$ cat src/rtl/irq_ctrl_pkg.sv
package irq_ctrl_pkg;
   localparam int DATA_W = 32;
   localparam int ADDR_W = 8;

   localparam logic [ADDR_W-1:0] OFS_STATUS = 8'h24;
   localparam logic [ADDR_W-1:0] OFS_ENABLE = 8'h28;
   localparam logic [ADDR_W-1:0] OFS_DISABLE = 8'h2C;
   localparam logic [ADDR_W-1:0] OFS_MASK = 8'h30;

   typedef enum logic [2:0] {
      SEL_NONE,
      SEL_STATUS,
      SEL_ENABLE,
      SEL_DISABLE,
      SEL_MASK
   } reg_sel_e;

   function automatic reg_sel_e decode_ofs(input logic [ADDR_W-1:0] a);
      case (a)
         OFS_STATUS:  return SEL_STATUS;
         OFS_ENABLE:  return SEL_ENABLE;
         OFS_DISABLE: return SEL_DISABLE;
         OFS_MASK:    return SEL_MASK;
         default:     return SEL_NONE;
      endcase
   endfunction
endpackage

$ cat src/rtl/irq_mask_bank.sv
module irq_mask_bank #(
   parameter int          NUM_SRC = 28,
   parameter int          DATA_W  = 32,
   parameter logic [31:0] RST_VAL = 32'h07FF_FFFF
) (
   input  logic              clk,
   input  logic              rst_n,
   input  logic              en_we,
   input  logic              dis_we,
   input  logic [DATA_W-1:0] wdata,
   output logic [DATA_W-1:0] mask_o
);
   for (genvar b = 0; b < DATA_W; b++) begin : g_bit
      if (b < NUM_SRC) begin : g_impl
         logic q;
         always_ff @(posedge clk or negedge rst_n) begin
            if (!rst_n)                  q <= RST_VAL[b];
            else if (dis_we && wdata[b]) q <= 1'b1;
            else if (en_we && wdata[b])  q <= 1'b0;
         end
         assign mask_o[b] = q;
      end else begin : g_rsvd
         logic unused_wbit;
         assign unused_wbit = wdata[b];
         assign mask_o[b]   = 1'b0;
      end
   end
endmodule

$ cat src/rtl/irq_status_bank.sv
module irq_status_bank #(
   parameter int          NUM_SRC  = 28,
   parameter int          DATA_W   = 32,
   parameter logic [31:0] COR_BITS = 32'h0800_0000
) (
   input  logic               clk,
   input  logic               rst_n,
   input  logic               force_we,
   input  logic               rd_clr,
   input  logic [DATA_W-1:0]  wdata,
   input  logic [NUM_SRC-1:0] event_i,
   output logic [DATA_W-1:0]  status_o
);
   for (genvar b = 0; b < DATA_W; b++) begin : g_bit
      if (b < NUM_SRC) begin : g_impl
         logic q, held;
         if (COR_BITS[b]) begin : g_cor
            assign held = rd_clr ? 1'b0 : q;
         end else begin : g_sticky
            assign held = q;
         end
         always_ff @(posedge clk or negedge rst_n) begin
            if (!rst_n) q <= 1'b0;
            else        q <= (force_we ? wdata[b] : held) | event_i[b];
         end
         assign status_o[b] = q;
      end else begin : g_rsvd
         logic unused_wbit;
         assign unused_wbit = wdata[b];
         assign status_o[b] = 1'b0;
      end
   end
endmodule

$ cat src/rtl/irq_req_reduce.sv
module irq_req_reduce #(
   parameter int NUM_SRC    = 28,
   parameter bit REGISTERED = 1'b1
) (
   input  logic               clk,
   input  logic               rst_n,
   input  logic [NUM_SRC-1:0] status_i,
   input  logic [NUM_SRC-1:0] mask_i,
   output logic               irq_o
);
   logic pend;
   assign pend = |(status_i & ~mask_i);

   if (REGISTERED) begin : g_reg
      logic q;
      always_ff @(posedge clk or negedge rst_n) begin
         if (!rst_n) q <= 1'b0;
         else        q <= pend;
      end
      assign irq_o = q;
   end else begin : g_comb
      logic unused_clk;
      assign unused_clk = clk ^ rst_n;
      assign irq_o      = pend;
   end
endmodule

$ cat src/rtl/irq_mask_ctrl.sv
module irq_mask_ctrl
   import irq_ctrl_pkg::*;
#(
   parameter int          NUM_SRC    = 28,
   parameter logic [31:0] MASK_RST   = 32'h07FF_FFFF,
   parameter logic [31:0] COR_BITS   = 32'h0800_0000,
   parameter bit          REG_IRQ    = 1'b1
) (
   input  logic               clk,
   input  logic               rst_n,
   input  logic               wr_en,
   input  logic               rd_en,
   input  logic [7:0]         addr,
   input  logic [31:0]        wdata,
   output logic [31:0]        rdata,
   input  logic [NUM_SRC-1:0] event_i,
   output logic               irq_o
);
   if (NUM_SRC < 1 || NUM_SRC > DATA_W) begin : g_bad_src
      $error("irq_mask_ctrl: NUM_SRC out of range");
   end

   reg_sel_e          sel;
   logic [DATA_W-1:0] status_q;
   logic [DATA_W-1:0] mask_q;

   assign sel = decode_ofs(addr);

   irq_mask_bank #(
      .NUM_SRC(NUM_SRC), .DATA_W(DATA_W), .RST_VAL(MASK_RST)
   ) u_mask (
      .clk    (clk),
      .rst_n  (rst_n),
      .en_we  (wr_en && sel == SEL_ENABLE),
      .dis_we (wr_en && sel == SEL_DISABLE),
      .wdata  (wdata),
      .mask_o (mask_q)
   );

   irq_status_bank #(
      .NUM_SRC(NUM_SRC), .DATA_W(DATA_W), .COR_BITS(COR_BITS)
   ) u_status (
      .clk      (clk),
      .rst_n    (rst_n),
      .force_we (wr_en && sel == SEL_MASK),
      .rd_clr   (rd_en && sel == SEL_STATUS),
      .wdata    (wdata),
      .event_i  (event_i),
      .status_o (status_q)
   );

   irq_req_reduce #(
      .NUM_SRC(NUM_SRC), .REGISTERED(REG_IRQ)
   ) u_req (
      .clk      (clk),
      .rst_n    (rst_n),
      .status_i (status_q[NUM_SRC-1:0]),
      .mask_i   (mask_q[NUM_SRC-1:0]),
      .irq_o    (irq_o)
   );

   always_comb begin
      rdata = '0;
      if (rd_en) begin
         case (sel)
            SEL_STATUS: rdata = status_q;
            SEL_MASK:   rdata = mask_q;
            default:    rdata = '0;
         endcase
      end
   end
endmodule

$ cat config.mk
export PLATFORM = sky130hd
export DESIGN_NAME = irq_mask_ctrl
export DESIGN_NICKNAME = d
export VERILOG_FILES = /design/src/rtl/irq_ctrl_pkg.sv /design/src/rtl/irq_mask_bank.sv /design/src/rtl/irq_status_bank.sv /design/src/rtl/irq_req_reduce.sv /design/src/rtl/irq_mask_ctrl.sv
export SDC_FILE = /design/constraint.sdc
export NUM_CORES = 1
export LEC_CHECK = 0
export ABC_CLOCK_PERIOD_IN_PS = 4700
export BUFFER_PORTS_ARGS = -buffer_cell sky130_fd_sc_hd__buf_2
export CAP_MARGIN = 20
export CORE_AREA = 4 4 95 97
export CTS_CLUSTER_DIAMETER = 100
export DETAILED_ROUTE_END_ITERATION = 10
export DIE_AREA = 0 0 99 101
export PLACE_DENSITY = 0.67
export SKIP_LAST_GASP = 1
export SYNTH_ARGS = -nofsm -noshare
export SYNTH_HDL_FRONTEND = slang
export SYNTH_SLANG_ARGS = --single-unit
$ cat constraint.sdc
create_clock -name clk -period 4.7 [get_ports clk]
set_input_delay 0.705 -clock clk [delete_from_list [all_inputs] [get_ports clk]]
set_output_delay 0.705 -clock clk [all_outputs]
set_load 0.05 [all_outputs]
* Word level (Yosys, flattened, before mapping) *
Cells that the tools add are included.
W data, S select, Z words.

word-level totals
  bits in latches = 0
  bits in read-only memories = 0
  output and inout bits = 33
  logic and storage cells = 272
  memories kept = 0
  input bits = 72
  register bits after elaboration = 57
  bits in writable memories = 0

operators by class
  multiply operators = 0
  shifts and indexed selects = 0
  equal/unequal tests = 8
  order comparisons = 0
  add/sub/neg operators = 0
  bitwise operators = 30
  reductions and logical operators = 89
  divide/modulo/power cells = 0
  mux-type cells = 88

operators with widths
  cell                  number
  $mux W1               85
  $logic_and A1 B1 Y1   60
  $pmux W28 S2          1
  $reduce_bool A2 Y1    28
  $eq A8 B6 Y1 const B  4
  $and A28 B28 Y28      1
  $mux W28              1
  $not A28 Y28          1
  $or A1 B1 Y1          28
  $reduce_or A28 Y1     1
  $pmux W3 S4           1
  $eq A3 B2 Y1 const B  2
  $eq A3 B1 Y1 const B  1
  $eq A3 B3 Y1 const B  1

* Logic depth before layout (Yosys ltp) *
  word-level depth = 7
  mapped depth = 6
  gate-level depth less buffers = 4

* By module *
A second synthesis with hierarchy kept.

second synthesis, totals
  cell total of the unflattened synthesis = 380
  area, all modules = 3,677.3 µm²

modules (own cells, without submodules)
  module           cells each  times used  sequential area each (µm²)  area an instance (µm²)
  irq_status_bank  124         1           700.7                       1,415.1
  irq_mask_bank    123         1           734.5                       1,396.3
  irq_mask_ctrl    86          1           0.0                         620.6
  irq_req_reduce   47          1           25.0                        245.2

* Worst setup path before layout *
OpenSTA, ideal clock, no wires.

  kind = input -> output
  start = in addr[7]
  end = out rdata[10]
  slack = 1,757 ps
  path buffers = 2
  stages = 6
  arrival time = 2,238 ps
  data required time = 3,995 ps
  path through = nor4_1 nand2_1 nor2_1 clkbuf_1 clkbuf_1 a22o_1

on the way
  cells in the longest elaborated chain, start to end = 5
  elaborated cells on any way between the ends = 9
  those cells by class = 6 x eq/ne; 3 x mux

ends and longest elaborated chain
  item                                          RTL line             text
  start, declared                               irq_mask_ctrl.sv:13  input logic [7:0] addr,
  $eq A8 B6 Y1                                  irq_ctrl_pkg.sv:19   case (a)
  $pmux W3 S4 *                                 irq_ctrl_pkg.sv:19
  $eq A3 B3 Y1 or $eq A3 B1 Y1 (tied branches)  irq_mask_ctrl.sv:65  case (sel)
  $pmux W28 S2 *                                irq_mask_ctrl.sv:65
  $mux W28 *                                    irq_mask_ctrl.sv:64  if (rd_en) begin
  end, declared                                 irq_mask_ctrl.sv:15  output logic [31:0] rdata,

Mark *: on every way between the ends. The rest lies on a longest branch, timed or not.

* Worst setup path after layout *
  start = in addr[2]
  end = out rdata[27]

The elaborated chain is that of the path after synthesis.

==> results_dict.tcl <==
set metrics [dict create \
    antenna_found_initial 0 \
    cts_buffers 9 \
    final_common_cell "buf_2" \
    cap_violations 0 \
    tightest_slew_ns 0.7242 \
    dieArea_mm2 0.009999 \
    drc_errors 0 \
    clkLatencyLatePin_ns 0.32 \
    end_kind "output pin" \
    synth.avg_cell_area_um2 10.76 \
    cp_data_required_time_ns 3.99 \
    grt_pass1_wl_um 12370 \
    crit_arrival_ns 2.78 \
    cp_max_fo 30 \
    place_congestion 0.7673 \
    final_cell_mix "buf_2, nand2_1, dfrtp_1" \
    final_layout_size_suffix_gt1_share_pct 46.42 \
    dr.pass1.iters 4 \
    via_count 2406 \
    htreeDepth 3 \
    timing.final.crit_period_ns 3.482 \
    diodes 0 \
    cts_tree "done" \
    ios 105 \
    cts_buffer_depth 2 \
    setup_viol 0 \
    grtUsageTotal_pct 15.75 \
    fin_nets 445 \
    syn_inst 277 \
    grt_remaining_overflow 0 \
    finalClockSkew_ns 0.006826 \
    yosysSeqAreaShare_pct 48.97 \
    die_y_um 101 \
    finalHoldViolations 0 \
    postCtsResizedCells 0 \
    dieWidth_um 99 \
    yosys_warnings 0 \
    rows 33 \
    io_buffers 96 \
    relSlewSlack_pct 51.72 \
    area_growth_pct 25.56 \
    report.final.slew_viol_count 0 \
    finalCritPeriodShare_pct 74.08 \
    clock-sinks 57 \
    crit_path_start_kind "input port" \
    leakage_uw 0.001804 \
    rsz0062_at_grt "no" \
    dpl_worst_slack_ns 1.198 \
    synth_area_mm2 0.002982 \
    finalWorstSetupSlack_ns 1.218 \
    grt_start_max_net_pins 58 \
    cts_hold_buf 0 \
    cts_post_setup_buffers_inserted 0 \
    synth_seq_cells 57 \
    first_global_vias 2511 \
    setup_tns_ns 0 \
    vias_per_cell 4.992 \
    fmaxAchievable_mhz 287.2 \
    core_area_mm2 0.008134 \
    outcome "finished clean" \
    ant_nets 0 \
    clkTransAtPathRegs_ns 0.07 \
    path_class "input port to output pin" \
    min-delay-path-class "input port to async pin" \
    drtIter0Drc 82 \
    p_per_area_mw_per_mm2 282.7 \
    synth.distinct_cells 26 \
    drt_wl_total_um 7593 \
    cts-root-buf "clkbuf_8" \
    wl_per_cell_um 15.75 \
    ir_drop_v 0.0001247 \
    start_util_pct 36.66 \
    dp_hpwl_um 5314 \
]
[synth_stat cells, drive strengths merged]
master / number / area, µm²
buf: 9 / 67.56
nand2: 34 / 127.6
conb: 1 / 3.750
nand4bb: 2 / 22.52
a221oi: 1 / 8.760
mux2: 28 / 390.4
a22o: 28 / 245.2
inv: 29 / 108.9
clkbuf: 10 / 37.54
or4: 1 / 11.26
or3: 1 / 6.260
a21oi: 1 / 5.000
nor3: 1 / 10.01
o22ai: 13 / 81.33
nand3b: 2 / 15.01
dfrtp: 30 / 750.7
nor2: 27 / 101.4
a211o: 25 / 219.0
nor4: 5 / 46.29
o31ai: 1 / 7.510
nand4: 1 / 6.260
dfstp: 27 / 709.4
[path summary, 6_finish.rpt]
kind	startpoint	endpoint	slack, ns	cells past startpoint
setup / recovery	addr[2]	rdata[27]	1.22	6
hold / removal	rst_n	u_status.g_bit[25].g_impl.held	0.51	2
setup reg to reg	u_mask.g_bit[18].g_impl.q	u_req.irq_o	3.35	3
hold reg to reg	u_status.g_bit[10].g_impl.held	u_status.g_bit[10].g_impl.held	0.53	2
max in group asynchronous	rst_n	u_status.g_bit[18].g_impl.held	3.69	2
min in group clk	u_status.g_bit[10].g_impl.held	u_status.g_bit[10].g_impl.held	0.53	2
[per-layer routing]
layer	routed length, µm	share of wire (%)	vias up	GRT usage [%]
li1	-	-	1168	-
met1	3254	43	1162	19.29
met2	3852	51	67	27.48
met3	400	5.3	9	3.391
met4	86	1.1	0	5.357
met5	0	0	-	0
[final cells by class]
cell class              instances  area, µm²
fillers                       810       4390
flip-flops and latches         57       1460
inverters                      29      108.9
clock inverters                 3      40.04
repair buffers                101      518.0
well taps                     105      131.4
multi-input cells             175       1330
clock buffers                  12      155.1
[metrics by stage]
step	cells	total power [µW]	hold slack, ns	cell area, µm²	util [%]
after floorplan	280	564.1	0.4094	2993	-
after global placement	467	610.3	0.5195	3548	43.62
after detailed placement	467	612.4	0.5309	3548	43.62
after CTS	482	1076	0.5444	3744	46.02
after global routing	482	1112	0.5490	3744	46.02
final	482	1058	0.5141	3744	46.02
[where the power goes]
| group | internal (µW) | switching [µW] |
|---|---|---|
| clock | 269 | 186 |
| combinational | 38.2 | 43.0 |
| sequential | 512 | 9.93 |
| total | 820 | 239 |
[cells by family (layout without fill, tap and decap cells)]
| kind of cell | after synthesis | after routing | synth area share, % |
|---|---|---|---|
| and+or+nand+nor | 74 | 74 | 11.62 |
| AOI/OAI and AO/OA | 69 | 69 | 19.01 |
| DFF | 57 | 57 | 48.97 |
| buffers and inverters | 48 | 145 | 7.176 |
| muxes | 28 | 28 | 13.09 |
| other | 1 | 4 | 0.1258 |
[sequential cells by signal, summed over array words and instances (netlist names)]
name / cells
u_status.g_bit.g_impl.held: 27
u_status.g_bit.g_impl.q: 1
u_mask.g_bit.g_impl.q: 28
u_req.irq_o: 1
[critical path, cell delays in order]
cell       delay [ns]
buf_2            0.29
nand4bb_1        0.40
nor2_2           0.57
buf_4            0.36
a22o_1           0.19
buf_2            0.27
(Power assumes the default switching activity.)
